## src/rtl/pil_arb_pkg.sv

```systemverilog
package pil_arb_pkg;
  // width of a trap type and fixed trap-type codes
  localparam int TT_W = 9;
  localparam logic [TT_W-1:0] EXT_BASE_TT = 9'h040;
  localparam logic [TT_W-1:0] VEC_TT      = 9'h060;
  // prefix placed above the source number in vector word 0
  localparam logic [10:0] VEC_W0_TAG = 11'h7C0;
endpackage

```

## src/rtl/pil_lvl_merge.sv

```systemverilog
module pil_lvl_merge #(
  parameter int NUM_LVL   = 16,
  parameter int TIMER_LVL = 14
) (
  input  logic [NUM_LVL-1:1] ext_lvl,
  input  logic [NUM_LVL:0]   sw_int,
  output logic [NUM_LVL-1:0] pend
);
  logic timer_hit;
  assign timer_hit = sw_int[0] | sw_int[NUM_LVL];
  assign pend[0]   = 1'b0;

  for (genvar g = 1; g < NUM_LVL; g++) begin : g_lvl
    if (g == TIMER_LVL) begin : g_tmr
      assign pend[g] = ext_lvl[g] | sw_int[g] | timer_hit;
    end else begin : g_plain
      assign pend[g] = ext_lvl[g] | sw_int[g];
    end
  end
endmodule

```

## src/rtl/pil_lvl_pick.sv

```systemverilog
module pil_lvl_pick #(
  parameter int NUM_LVL = 16,
  localparam int LVL_W  = $clog2(NUM_LVL)
) (
  input  logic [NUM_LVL-1:0] pend,
  input  logic [LVL_W-1:0]   pil,
  output logic               found,
  output logic [LVL_W-1:0]   lvl
);
  // ascending scan: the last qualifying level written is the highest
  always_comb begin
    found = 1'b0;
    lvl   = '0;
    for (int i = 1; i < NUM_LVL; i++) begin
      if (pend[i] && (i > int'(pil))) begin
        found = 1'b1;
        lvl   = LVL_W'(i);
      end
    end
  end
endmodule

```

## src/rtl/pil_vec_slot.sv

```systemverilog
module pil_vec_slot
  import pil_arb_pkg::*;
#(
  parameter int SRC_W  = 6,
  parameter int WORD_W = 64
) (
  input  logic              clk,
  input  logic              rst,
  input  logic              strobe,
  input  logic              raise,
  input  logic [SRC_W-1:0]  src,
  output logic              take_raise,
  output logic              take_lower,
  output logic              busy,
  output logic [WORD_W-1:0] w0,
  output logic [WORD_W-1:0] w1,
  output logic [WORD_W-1:0] w2
);
  assign take_raise = strobe &  raise & ~busy;
  assign take_lower = strobe & ~raise &  busy;

  always_ff @(posedge clk) begin
    if (rst) begin
      busy <= 1'b0;
      w0   <= '0;
      w1   <= '0;
      w2   <= '0;
    end else if (take_raise) begin
      busy <= 1'b1;
      w0   <= WORD_W'(VEC_W0_TAG) | WORD_W'(src);
      w1   <= '0;
      w2   <= '0;
    end else if (take_lower) begin
      busy <= 1'b0;
    end
  end

  a_r9_lower_frees: assert property (@(posedge clk) disable iff (rst)
    (strobe && !raise && busy) |=> !busy);
  a_r8_words_clear: assert property (@(posedge clk) disable iff (rst)
    $rose(busy) |-> (w1 == '0 && w2 == '0));
  a_r8_dup_raise: assert property (@(posedge clk) disable iff (rst)
    (strobe && raise && busy) |=> (busy && $stable(w0)));
endmodule

```

## src/rtl/pil_arbiter.sv

```systemverilog
module pil_arbiter
  import pil_arb_pkg::*;
#(
  parameter int NUM_LVL   = 16,
  parameter int TIMER_LVL = 14,
  parameter int TL_W      = 3,
  parameter int SRC_W     = 6,
  parameter int WORD_W    = 64,
  localparam int LVL_W    = $clog2(NUM_LVL)
) (
  input  logic              clk,
  input  logic              rst,
  input  logic [NUM_LVL-1:1] ext_lvl,
  input  logic [NUM_LVL:0]  sw_int,
  input  logic [LVL_W-1:0]  pil,
  input  logic              int_en,
  input  logic [TL_W-1:0]   trap_lvl,
  input  logic [TT_W-1:0]   cur_tt,
  input  logic              vec_strobe,
  input  logic              vec_raise,
  input  logic [SRC_W-1:0]  vec_src,
  output logic              irq_req,
  output logic [TT_W-1:0]   irq_tt,
  output logic              vec_busy,
  output logic [WORD_W-1:0] vec_w0,
  output logic [WORD_W-1:0] vec_w1,
  output logic [WORD_W-1:0] vec_w2
);
  logic [NUM_LVL-1:0] pend;
  logic               found;
  logic [LVL_W-1:0]   pick_lvl;
  logic               take_raise, take_lower;
  logic [TT_W-1:0]    cand_tt;
  logic               nest_block;

  pil_lvl_merge #(.NUM_LVL(NUM_LVL), .TIMER_LVL(TIMER_LVL)) u_merge (
    .ext_lvl(ext_lvl), .sw_int(sw_int), .pend(pend)
  );

  pil_lvl_pick #(.NUM_LVL(NUM_LVL)) u_pick (
    .pend(pend), .pil(pil), .found(found), .lvl(pick_lvl)
  );

  pil_vec_slot #(.SRC_W(SRC_W), .WORD_W(WORD_W)) u_vec (
    .clk(clk), .rst(rst), .strobe(vec_strobe), .raise(vec_raise),
    .src(vec_src), .take_raise(take_raise), .take_lower(take_lower),
    .busy(vec_busy), .w0(vec_w0), .w1(vec_w1), .w2(vec_w2)
  );

  assign cand_tt    = EXT_BASE_TT | TT_W'(pick_lvl);
  // already inside a higher external-interrupt trap: keep what is held
  assign nest_block = (|trap_lvl)
                    && (cur_tt[TT_W-1:4] == EXT_BASE_TT[TT_W-1:4])
                    && (cur_tt > cand_tt);

  always_ff @(posedge clk) begin
    if (rst) begin
      irq_req <= 1'b0;
      irq_tt  <= '0;
    end else if (take_raise) begin
      irq_req <= 1'b1;
      irq_tt  <= VEC_TT;
    end else if (take_lower) begin
      irq_req <= 1'b0;
      irq_tt  <= '0;
    end else if (vec_busy) begin
      irq_req <= irq_req;
    end else if (!found || !int_en) begin
      irq_req <= 1'b0;
      irq_tt  <= '0;
    end else if (!nest_block) begin
      irq_req <= 1'b1;
      irq_tt  <= cand_tt;
    end
  end

  a_r5_idle_tt_zero: assert property (@(posedge clk) disable iff (rst)
    !irq_req |-> (irq_tt == '0));
  a_r4_tt_kind: assert property (@(posedge clk) disable iff (rst)
    irq_req |-> ((irq_tt == VEC_TT) ||
                 ((irq_tt[TT_W-1:4] == EXT_BASE_TT[TT_W-1:4]) && (irq_tt[3:0] != 4'd0))));
  a_r6_disabled: assert property (@(posedge clk) disable iff (rst)
    (!int_en && !vec_busy && !vec_strobe) |=> !irq_req);
  a_r8_raise: assert property (@(posedge clk) disable iff (rst)
    (vec_strobe && vec_raise && !vec_busy) |=> (vec_busy && irq_req && irq_tt == VEC_TT));
  a_r3_vec_wins: assert property (@(posedge clk) disable iff (rst)
    (vec_busy && !(vec_strobe && !vec_raise)) |=> (irq_req && irq_tt == VEC_TT));
  a_r9_lower_drops: assert property (@(posedge clk) disable iff (rst)
    (vec_strobe && !vec_raise && vec_busy) |=> (!irq_req && irq_tt == '0));
endmodule

```

## config.mk

```make
export PLATFORM = sky130hd
export DESIGN_NAME = pil_arbiter
export DESIGN_NICKNAME = d
export VERILOG_FILES = /design/src/rtl/pil_arb_pkg.sv /design/src/rtl/pil_lvl_merge.sv /design/src/rtl/pil_lvl_pick.sv /design/src/rtl/pil_vec_slot.sv /design/src/rtl/pil_arbiter.sv
export SDC_FILE = /design/constraint.sdc
export NUM_CORES = 1
export LEC_CHECK = 0
export BUFFER_PORTS_ARGS = -buffer_cell sky130_fd_sc_hd__buf_4
export CAP_MARGIN = 30
export CORE_AREA = 2 2 103 105
export DETAILED_ROUTE_END_ITERATION = 8
export DIE_AREA = 0 0 105 107
export PLACE_DENSITY = 0.6
export SLEW_MARGIN = 20
export SYNTH_ARGS = -nofsm -noshare
export SYNTH_HDL_FRONTEND = slang
export SYNTH_SLANG_ARGS = --single-unit
```

## constraint.sdc

```tcl
create_clock -name clk -period 5.7 [get_ports clk]
set_input_delay 1.425 -clock clk [delete_from_list [all_inputs] [get_ports clk]]
set_output_delay 1.425 -clock clk [all_outputs]
set_load 0.01 [all_outputs]
```

# [After elaboration in Yosys (flattened, before gate mapping)]
# Cells that the tools add are included.
# Widths: inputs -> output; s select.
[classes] order_cmp=16 n_eq_ne=4 mux=42 n_bitwise=23 n_reduce_logical=25
[op_table] cell="$gt 4x4->1 const A" n=8
[op_table] cell="$mux 4" n=8
[op_table] cell="$mux 1" n=23
[op_table] cell="$mux 7" n=3
[op_table] cell="$mux 9" n=2
[op_table] cell="$logic_and 1x1->1" n=17
[op_table] cell="$or 1x1->1" n=17
[op_table] cell="$gt 3x4->1 const A" n=4
[op_table] cell="$mux 3" n=4
[op_table] cell="$gt 9x7->1" n=1
[op_table] cell="$gt 2x4->1 const A" n=2
[op_table] cell="$reduce_or 3->1" n=2
[op_table] cell="$eq 5x3->1 const B" n=1
[op_table] cell="$and 1x1->1" n=4
[op_table] cell="$gt 1x4->1 const A" n=1
[op_table] cell="$mux 2" n=2
[op_table] cell="$ne 4x3->1 const B" n=1
[op_table] cell="$reduce_and 2->1" n=2
[op_table] cell="$ne 3x3->1 const B" n=1
[op_table] cell="$logic_not 1->1" n=2
[op_table] cell="$ne 2x1->1 const B" n=1
[op_table] cell="$not 1->1" n=2
[op_table] cell="$reduce_bool 2->1" n=1
[op_table] cell="$logic_or 1x1->1" n=1
[word_totals] reg_bits=18 input_bits=59 output_inout_bits=203 word_cells=115

# [Logic depth before layout (Yosys ltp)]
# Gate-level depths: netlist of the first run.
[depth] ltp_word=24 depth_mapped=14 ltp_nobuf=13

# [Cells and area by module]
# From an unflattened synthesis of the first run, not the netlist that was laid out.
[unflattened] hier_cells=354 hier_area_um2=2761.4
[modules_own_cells] mod="pil_vec_slot" instances=1 cells_per_inst=220 area_each_um2=1742.9 seq_area_each_um2=160.2
[modules_own_cells] mod="pil_arbiter" instances=1 cells_per_inst=54 area_each_um2=491.7 seq_area_each_um2=140.1
[modules_own_cells] mod="pil_lvl_pick" instances=1 cells_per_inst=63 area_each_um2=420.4 seq_area_each_um2=0.0
[modules_own_cells] mod="pil_lvl_merge" instances=1 cells_per_inst=17 area_each_um2=106.4 seq_area_each_um2=0.0

# [Worst setup path after synthesis of the first run]
# No wires, ideal clock.
[synth_timing] path_type="input-to-reg" from="input port sw_int[13]" to="register irq_req" setup_time_ps=115 arrival_ps=3757 required_ps=5585 slack_ps=1828 path_stages=12 n_path_buf=0 path_cell_list="or2_2 -> o32ai_1 -> a21oi_1 -> a221o_1 -> a31oi_1 -> inv_1 -> ha_1 -> a41oi_1 -> nand4b_1 -> nor3b_1 -> a32oi_2 -> o21a_1"
[synth_between] elab_chain_len=11 elab_cells_between_ends=18 cone_classes="order compare: 1; eq/ne: 1; mux: 10; bitwise: 1; reduce/logical: 5"
[synth_lines] item="start, declared" line_no="pil_arbiter.sv:14" text="input logic [NUM_LVL:0] sw_int,"
[synth_lines] item="$or 1x1->1 *" line_no="pil_lvl_merge.sv:17" text="assign pend[g] = ext_lvl[g] | sw_int[g];"
[synth_lines] item="$logic_and 1x1->1 *" line_no="pil_lvl_pick.sv:15" text="if (pend[i] && (i > int'(pil))) begin"
[synth_lines] item="parallel branches: the longest is 9 deep, another holds $gt 9x7->1"
[synth_lines] item="end signal, assigned" line_no="pil_arbiter.sv:67" text="irq_req <= irq_req;"
[synth_lines] item="end, declared" line_no="pil_arbiter.sv:22" text="output logic irq_req,"
# Every way passes the cells marked *. The select of a mux whose other input is x is not followed.
# A chain may end at the register's enable or synchronous reset.

# [Final worst setup path of the first run]
[layout_timing] from="input port sw_int[13]" to="register irq_tt[6]"
[layout_between] elab_chain_len=11 elab_cells_between_ends=18 cone_classes="order compare: 1; eq/ne: 1; mux: 10; bitwise: 1; reduce/logical: 5"
[layout_lines] item="$or 1x1->1 *" line_no="pil_lvl_merge.sv:17"
[layout_lines] item="$logic_and 1x1->1 *" line_no="pil_lvl_pick.sv:15"
[layout_lines] item="parallel branches: the longest is 9 deep, another holds $gt 9x7->1"
[layout_lines] item="end signal, assigned" line_no="pil_arbiter.sv:73" text="irq_tt <= cand_tt;"
[layout_lines] item="end, declared" line_no="pil_arbiter.sv:23" text="output logic [TT_W-1:0] irq_tt,"
# Marks and branches as above.

==> flow_summary.yaml, run 1 <==
outcome:
  status: "finished clean"
pwr:
  p_comb_share_pct: 43.7
  p_switching_uw: 145
  power_frac_seq_pct: 32.3
  ir_drop_mv: 0.0962
  swShare_pct: 40.1
  power_density_mw_per_mm2: 138
  pwr-share-clk_pct: 24.0
  p_int_uw: 216
  p_leak_uw: 0.00142
critical_path:
  required_ns: 5.85
  path_class: "primary input to flop"
  crit_family: "compound AO/OA/AOI/OAI gates"
  crit_start: "sw_int[13]"
  crit_path_end_kind: "flop"
  crit_arrival_ns: 4.25
  worstPathCellList: "buf_4 -> or2_2 -> o32ai_1 -> a21oi_1 -> a221o_1 -> a31oi_1 -> inv_1 -> ha_1 -> a41oi_1 -> nand4b_1 -> nor3b_1 -> a32oi_2 -> o21a_1"
  r2r-start: "u_vec.busy$_SDFFE_PP0P_"
  critPathLaunchType: "primary input"
  path_buf_inv: 2
  max_stage_delay_ns: 0.38
  worstPathMaxFanout: 3
  crit_slowest_cell: "o32ai_1"
drt:
  routedWlPerCell_microns: 9.65
  drc: 0
  first_iter_violations: 50
  viasPerCell: 3.46
  ant_nets: 0
  num_vias: 1907
  dr.pass1.iters: 4
  wirelength_microns: 5320
clock_network:
  cts_sinks: 15
  cts_tree: "built"
  clk_latency_ns: 0.25
  post_cts_buffers: 0
  clockRootBuffer: "clkbuf_8"
  cts_buffers: 3
  cts_resized: 0
  clockBufferDepth: 2
  hold_buffers: 0
  cts.clk_slew.worst_paths_ns: 0.06
  h-tree-depth: 1
synth:
  synth_top_family_by_area: "buffers and inverters"
  synth_xor_xnor_area_share_pct: 0.340
  yosys-top-cells-area: "buf_4 (55%), dfxtp_1 (12%), nand2_1 (3.6%)"
  post-synth-top-count-cell: "buf_4"
  ys_seq_area_share_pct: 11.7
  ys_warn_count: 0
  synth_top_area_share_pct: 55.4
  synthCells: 345
  postSynthAreaPerCell_sq_um: 7.46
  synth_fa_ha_area_share_pct: 1.95
  synthMuxAreaShare_pct: 0
  synth_compound_area_share_pct: 13.8
  ys.flop_type: "dfxtp_1"
  yosys.area_share.simple_pct: 15.2
  synthTopCellsByCount: "buf_4 (190), nand2_1 (25), nor2_1 (16)"
  synth_edf_count: 0
  synthArstFlopShare_pct: 0
  yosysUniqueCellTypes: 47
  synth-seq-cells: 15
  syn-cell-area_sq_mm: 0.00257
  synth.largest_area_cell: "buf_4"
placed_design:
  dpl.hpwl_microns: 4730
  portBuffers: 77
  dpl_cell_area_sq_mm: 0.00256
  gp_congestion: 0.762
  dp_cells: 547
grt:
  grt_max_degree: 15
  grt_pass1_vias: 1470
  grt.total_usage_pct: 8.02
  antenna_found_initial: 0
  grt-ovfl-total: 0
  grt_pass1_wl_microns: 7300
sta:
  rsz0062_at_grt: "no"
  worst_hold_slack_ns: 0.457
  slew_headroom_pct: 64.8
  period_share_pct: 72.0
  period_minus_slack_ns: 4.11
  finClkSkew_ns: 0.00218
  final_hold_viol_count: 0
  setup_violations: 0
  tightest_slew_ns: 0.525
  finalSetupTns_ns: 0
  clock.fmax_mhz: 244
  drv_slew: 0
die:
  coreArea_sq_mm: 0.0101
  dieWidth_microns: 105
  die-area_sq_mm: 0.0112
  start_util_pct: 25.5
  dieHeight_microns: 107
  rows: 37
  io_pins: 262
final_layout:
  fin_cells: 551
  multi_input_area_sq_mm: 0.00150
  utilization_pct: 25.8
  syn2layout_area_growth_pct: 1.26
  drive_above_1_share_pct: 22.2
  seqCellArea_sq_um: 300
  nNetsFinal: 479
  stdcell_area_sq_mm: 0.00261
  fillerInstances: 1115
  antennaDiodeCount: 0
hold_path:
  min_path_type: "flop to flop"
  holdCritStartpoint: "u_vec.w0[0]$_SDFFE_PP0P_"
run:
  cap_violations: 0
[sequential cells by signal, indices dropped and copies added, names as in the netlist]
| signal | cells |
|---|---|
| irq_req | 1 |
| u_vec.w0 | 7 |
| u_vec.busy | 1 |
| irq_tt | 6 |
[cell usage in the layout, fill, tap and decap left out, drive strengths merged, types with 3 or more instances in the layout]
cell,instances
o32ai,6
nand3,5
or2,9
inv,4
clkbuf,3
a21oi,15
o21ai,7
ha,4
nor2,16
o21a,4
nand2,25
nor2b,3
dfxtp,15
conb,184
nor3,3
buf,77
[area by class of cell]
type | instances | area share [%]
Timing Repair Buffer | 77 | 22.2
Inverter | 4 | 0.576
Sequential cell | 15 | 11.5
Multi-Input combinational cell | 315 | 57.4
Clock inverter | 1 | 0.192
Clock buffer | 3 | 1.59
Tap cell | 136 | 6.53
[metrics by stage]
stage	power (uW)	setup WS (ns)
3_3_place_gp	272	1.47
4_1_cts	363	1.61
3_5_place_dp	274	1.35
6_report	360	1.59
5_1_grt	388	1.40
2_1_floorplan	314	1.83
[final timing paths]
path / to / slack (ns) / cells after the start
hold reg to reg: u_vec.w0[0]$_SDFFE_PP0P_ / 0.46 / 2
setup reg to reg: irq_tt[0]$_SDFFE_PP0P_ / 4.43 / 4
setup / recovery: irq_tt[6]$_SDFFE_PP0P_ / 1.59 / 13
hold / removal: u_vec.w0[0]$_SDFFE_PP0P_ / 0.46 / 2
[power by group through the flow]
stage	sequential [uW]	combinational [uW]	clock [uW]
4_1_cts	117	155	90.8
6_report	116	157	86.4
3_3_place_gp	119	153	0
3_5_place_dp	119	155	0
2_1_floorplan	120	194	0
5_1_grt	118	174	96.6
[cell families after synthesis]
family / after synthesis
other: 1
and+or+nand+nor: 76
xor gates and xnor gates: 1
adders and majority gates: 4
AOI/OAI and AO/OA: 50
buffers and inverters: 198
DFF: 15
[worst min-delay path: stages, from the launching register on]
cell     delay (ns)
dfxtp_1        0.31
nand2_1        0.05
a21oi_1        0.05
[layer usage]
metal / track usage [%] / vias to the layer above / routed length, microns
li1: - / 906 / -
met1: 9.42 / 864 / 1980
met2: 15.0 / 134 / 2800
met3: 1.76 / 3 / 510
met4: 1.52 / 0 / 32
met5: 0 / - / 0
(Power assumes the default switching activity.)
==> inputs of run 2 (changes only) <==
Settings changed: ABC_AREA set to 1, CORE_AREA 2 2 103 105 to 2 2 101 103, DIE_AREA 0 0 105 107 to 0 0 103 105, PLACE_DENSITY 0.6 to 0.61.
Clock period 5.7 ns to 3.9 ns, I/O delays scaled along.
==> flow_summary.yaml, run 2 <==
final_layout:
  reg_top3: "u_vec.w0 x7, irq_tt x6"
  final_cell_mix: "conb_1 (184), buf_4 (77), nand2_1 (36)"
  utilization_pct: 26.4
  largest_register: "u_vec.w0"
  drive_above_1_share_pct: 25.3
  layout_commonest_cell: "conb_1"
  fillerInstances: 1072
  syn2layout_area_growth_pct: 2.62
  nNetsFinal: 487
  fin_cells: 556
  antennaDiodeCount: 0
  largest_reg_flops: 7
clock_network:
  cts_resized: 0
  clk_latency_ns: 0.24
  hold_buffers: 0
  post_cts_buffers: 0
  clockRootBuffer: "clkbuf_8"
  cts_sinks: 15
  h-tree-depth: 1
  cts_buffers: 3
  clockBufferDepth: 2
  cts.clk_slew.worst_paths_ns: 0.05
  cts_tree: "built"
drt:
  num_vias: 1767
  wirelength_microns: 4970
  dr.pass1.iters: 4
  drc: 0
  ant_nets: 0
  routedWlPerCell_microns: 8.93
  first_iter_violations: 79
  viasPerCell: 3.18
sta:
  finalSetupTns_ns: 0
  period_minus_slack_ns: 3.15
  period_share_pct: 80.7
  final_hold_viol_count: 0
  tightest_slew_ns: 0.506
  rsz0062_at_grt: "no"
  clock.fmax_mhz: 318
  worst_hold_slack_ns: 0.470
  setup_violations: 0
  finClkSkew_ns: 0.00323
  drv_slew: 0
  setup_slack_ns: 0.754
  slew_headroom_pct: 66.1
placed_design:
  dpl.hpwl_microns: 4580
  dpl_worst_slack_ns: 0.447
  gp_congestion: 0.792
  dp_cells: 552
  portBuffers: 77
run:
  cap_violations: 0
synth:
  yosysUniqueCellTypes: 30
  post-synth-top-count-cell: "buf_4"
  synthTopCellsByCount: "buf_4 (188), nand2_1 (36), nor2_1 (23)"
  synth.largest_area_cell: "buf_4"
  ys_seq_area_share_pct: 12.1
  synth-seq-cells: 15
  ys.flop_type: "dfxtp_1"
  postSynthAreaPerCell_sq_um: 7.15
  syn-cell-area_sq_mm: 0.00248
  ys_warn_count: 0
  synth_edf_count: 0
  yosys-top-cells-area: "buf_4 (57%), dfxtp_1 (12%), nand2_1 (5.4%)"
  synthArstFlopShare_pct: 0
  synthCells: 347
  synth_top_area_share_pct: 56.9
grt:
  antenna_found_initial: 0
  grt_pass1_vias: 1470
  grt_max_degree: 10
  grt.total_usage_pct: 8.15
  grt-ovfl-total: 0
  grt_pass1_wl_microns: 7040
critical_path:
  path_class: "primary input to flop"
  max_stage_delay_ns: 0.29
  required_ns: 4.07
  critPathLaunchType: "primary input"
  cp_common_cell: "nand2_1"
  crit_path_end_kind: "flop"
  path_buf_inv: 2
  crit_slowest_cell: "or2_2"
  worstPathMaxFanout: 7
  crit_arrival_ns: 3.31
  crit_family: "simple AND/OR/NAND/NOR gates"
outcome:
  status: "finished clean"
pwr:
  power_density_mw_per_mm2: 204
  p_leak_uw: 0.00151
  ir_drop_mv: 0.0989
hold_path:
  min_path_type: "flop to flop"
die:
  dieHeight_microns: 105
  io_pins: 262
  die-area_sq_mm: 0.0108
  coreArea_sq_mm: 0.00964
  start_util_pct: 25.7
  rows: 36
  dieWidth_microns: 103
[run 2: cell count changes in the layout (fill, tap and decap cells not counted), moves of 3 or more]
cell and delta:
o32ai_1 -5, o21a_1 -4, a21oi_1 -5, nand2_1 +11, or2_2 -6, nor2_1 +7
inv_1 +12, o21ai_0 +3, o221ai_2 +4, nor2b_1 -3, nand2_2 +6, inv_2 +5
[run 2: worst min-delay path: cells and delay by family, from the launching register on]
kind            cells  cell delay (ns)
flops               1             0.31
simple gates        1             0.06
compound gates      1             0.06
[run 2: kinds of logic after synthesis]
family | synth area share, %
AO/OA/AOI/OAI | 9.89
adder cells (fa/ha/maj) | 2.02
buffers and inverters | 60.1
flip-flops | 12.1
other | 0.151
AND/OR/NAND/NOR | 15.7
[run 2: routing by layer]
layer | track usage, % | up-vias | wire length, microns
li1 | - | 867 | -
met1 | 9.11 | 767 | 1760
met2 | 15.6 | 131 | 2690
met3 | 1.40 | 2 | 505
met4 | 1.69 | 0 | 15
met5 | 0 | - | 0
[run 2: through the flow]
stage / cell area [sq um] / power, uW
floorplan: 3170 / 455
global placement: 2500 / 399
CTS: 2540 / 523
finish: 2540 / 519
detailed placement: 2500 / 400
global route: 2540 / 562
[run 2: worst paths after layout]
path                      startpoint                endpoint  slack, ns  depth (start not counted)
max reg2reg  u_vec.busy$_SDFFE_PP0P_  irq_tt[6]$_SDFFE_PP0P_       2.48                          5
max                        sw_int[3]  irq_tt[6]$_SDFFE_PP0P_       0.75                         26
min           irq_tt[3]$_SDFFE_PP0P_  irq_tt[3]$_SDFFE_PP0P_       0.47                          2
min reg2reg   irq_tt[3]$_SDFFE_PP0P_  irq_tt[3]$_SDFFE_PP0P_       0.47                          2
[run 2: layout make-up]
type,count,area (sq um),area share (%)
sequential,15,300,11.8
multi-input combinational,306,1380,54.1
timing repair buffer,77,578,22.7
tap,133,166,6.54
inverter,21,78.8,3.10
clock buffer,4,45.0,1.77
[run 2: where the power goes]
part / leakage (uW) / switching (uW) / internal [uW]
Clock: 0.0000228 / 47.8 / 72.1
Sequential: 0.000124 / 6.59 / 164
Combinational: 0.00136 / 151 / 77.8
Total: 0.00151 / 205 / 314
==> inputs of run 3 (changes only) <==
Settings changed: PLACE_DENSITY 0.61 to 0.63.
Clock period 3.9 ns to 2.8 ns, I/O delays scaled along.
==> flow_summary.yaml, run 3 (synthesized netlist as in run 2, its figures left out) <==
sta:
  finalSetupTns_ns: -0.204
  setup_violations: 7
  tightest_slew_ns: 0.512
  finClkSkew_ns: 0.00150
  period_minus_slack_ns: 2.88
  clock.fmax_mhz: 348
  final_hold_viol_count: 0
  setup_slack_ns: -0.0769
  worst_hold_slack_ns: 0.480
  slew_headroom_pct: 65.7
  rsz0062_at_grt: "yes"
  drv_slew: 0
  period_share_pct: 103
critical_path:
  worstPathMaxFanout: 3
  crit_path_end_kind: "flop"
  r2r_end: "irq_req$_SDFFE_PP0P_"
  required_ns: 2.98
  worst_r2r_path_depth: 5
  path_class: "primary input to flop"
  crit_start: "sw_int[3]"
  rrSetupSlack_ns: 1.39
  r2r-start: "u_vec.busy$_SDFFE_PP0P_"
  critPathLaunchType: "primary input"
  crit_path_end: "irq_tt[2]$_SDFFE_PP0P_"
  crit_arrival_ns: 3.06
pwr:
  p_switching_uw: 314
  p_comb_share_pct: 47.7
  p_leak_uw: 0.00166
  swShare_pct: 39.7
  ir_drop_mv: 0.125
  p_int_uw: 477
  pwr-share-clk_pct: 22.3
  power_frac_seq_pct: 30.0
  power_density_mw_per_mm2: 269
run:
  cap_violations: 0
clock_network:
  cts_sinks: 15
  cts_tree: "built"
  clk_latency_ns: 0.25
  cts.clk_slew.worst_paths_ns: 0.06
  cts_buffers: 3
  h-tree-depth: 1
  clockBufferDepth: 2
  hold_buffers: 0
  clockRootBuffer: "clkbuf_8"
grt:
  grt.total_usage_pct: 7.92
  grt_max_degree: 10
  grt_pass1_vias: 1506
  grt-ovfl-total: 0
  antenna_found_initial: 0
  grt_pass1_wl_microns: 6890
final_layout:
  reg_top3: "u_vec.w0 x7, irq_tt x6"
  stdcell_area_sq_mm: 0.00294
  largest_reg_flops: 7
  syn2layout_area_growth_pct: 18.5
  drive_above_1_share_pct: 36.9
  largest_register: "u_vec.w0"
  layout_commonest_cell: "conb_1"
  utilization_pct: 30.5
  final_cell_mix: "conb_1 (184), buf_4 (100), nand2_1 (27)"
  nNetsFinal: 516
  antennaDiodeCount: 0
  fillerInstances: 1038
drt:
  dr.pass1.iters: 5
  num_vias: 1856
  ant_nets: 0
  wirelength_microns: 5080
  first_iter_violations: 53
  viasPerCell: 3.17
  routedWlPerCell_microns: 8.68
  drc: 0
die:
  io_pins: 262
  coreArea_sq_mm: 0.00964
  dieHeight_microns: 105
  rows: 36
  dieWidth_microns: 103
  start_util_pct: 25.7
  die-area_sq_mm: 0.0108
placed_design:
  portBuffers: 77
  gp_congestion: 0.765
  dpl.hpwl_microns: 4450
  dpl_cell_area_sq_mm: 0.00269
hold_path:
  min_path_type: "flop to flop"
outcome:
  status: "finished with violations"
  violations: "negative setup slack"
run 3: cell count changes in the layout (fill, tap and decap cells not counted), moves of 3 or more:
cell	delta
nor2_1	-3
inv_1	-4
buf_6	+4
nand2_1	-9
inv_2	+3
nand2_2	+8
a21oi_2	+3
buf_4	+23
a21oi_1	-3
nand3_1	-3
run 3: worst min path at each step:
stage                            from                      to  slack [ns]  cells after the start
2_1_floorplan  irq_tt[1]$_SDFFE_PP0P_  irq_tt[1]$_SDFFE_PP0P_        0.49                      2
6_report       irq_tt[2]$_SDFFE_PP0P_  irq_tt[2]$_SDFFE_PP0P_        0.48                      2
3_5_place_dp   irq_tt[1]$_SDFFE_PP0P_  irq_tt[1]$_SDFFE_PP0P_        0.46                      2
3_3_place_gp   irq_tt[2]$_SDFFE_PP0P_  irq_tt[2]$_SDFFE_PP0P_        0.46                      2
4_1_cts        irq_tt[2]$_SDFFE_PP0P_  irq_tt[2]$_SDFFE_PP0P_        0.48                      2
5_1_grt        irq_tt[2]$_SDFFE_PP0P_  irq_tt[2]$_SDFFE_PP0P_        0.49                      2
run 3: power groups by stage:
stage               clock network, uW  registers (uW)  logic (uW)
finish                            176             237         378
global route                      186             239         421
global placement                    0             241         343
detailed placement                  0             241         343
CTS                               177             237         346
floorplan                           0             247         387
run 3: layout make-up:
type                            instances  area, sq um  area share, %
Multi-Input combinational cell        306         1520           51.7
Sequential cell                        15          300           10.2
Inverter                               21         81.3           2.77
Timing Repair Buffer                  106          826           28.1
Tap cell                              133          166           5.66
Clock buffer                            4         45.0           1.53
run 3: repair_timing:
| item | CTS | global route |
|---|---|---|
| endpoints found under the setup margin | 1 | 7 |
| resized for setup | 2 | 47 |
| setup buffers | 0 | 4 |
| pin swaps | 1 | 29 |
run 3: worst max-delay path, cell delays in order:
cell	delay, ns
buf_4	0.11
or2_4	0.25
nand3_4	0.08
o21ai_2	0.05
nand2_1	0.05
nand2_1	0.04
nand2_1	0.05
nand2_1	0.04
nand2_1	0.05
nand2_1	0.04
nand2_1	0.05
nand2_1	0.05
nand2_1	0.05
nand2_1	0.04
nand2_1	0.06
nand2_2	0.07
ha_4	0.26
nand2_2	0.04
nor3_2	0.21
nor4_2	0.08
nand2_2	0.11
buf_6	0.10
nand3_4	0.08
or2_0	0.24
a21oi_1	0.14
run 3: through the flow:
stage / setup WS (ns) / std cells / total power, uW
CTS: -0.00156 / 581 / 760
global route: -0.300 / 585 / 847
detailed placement: -0.275 / 577 / 585
floorplan: 0.0431 / 530 / 634
finish: -0.0769 / 585 / 791
global placement: -0.246 / 577 / 584
run 3: layer usage:
layer  GRT usage (%)  share of wire (%)
met2            14.1                 51
met3            1.87                 10
met4            1.97               0.71
met1            9.35                 37
met5               0                  0
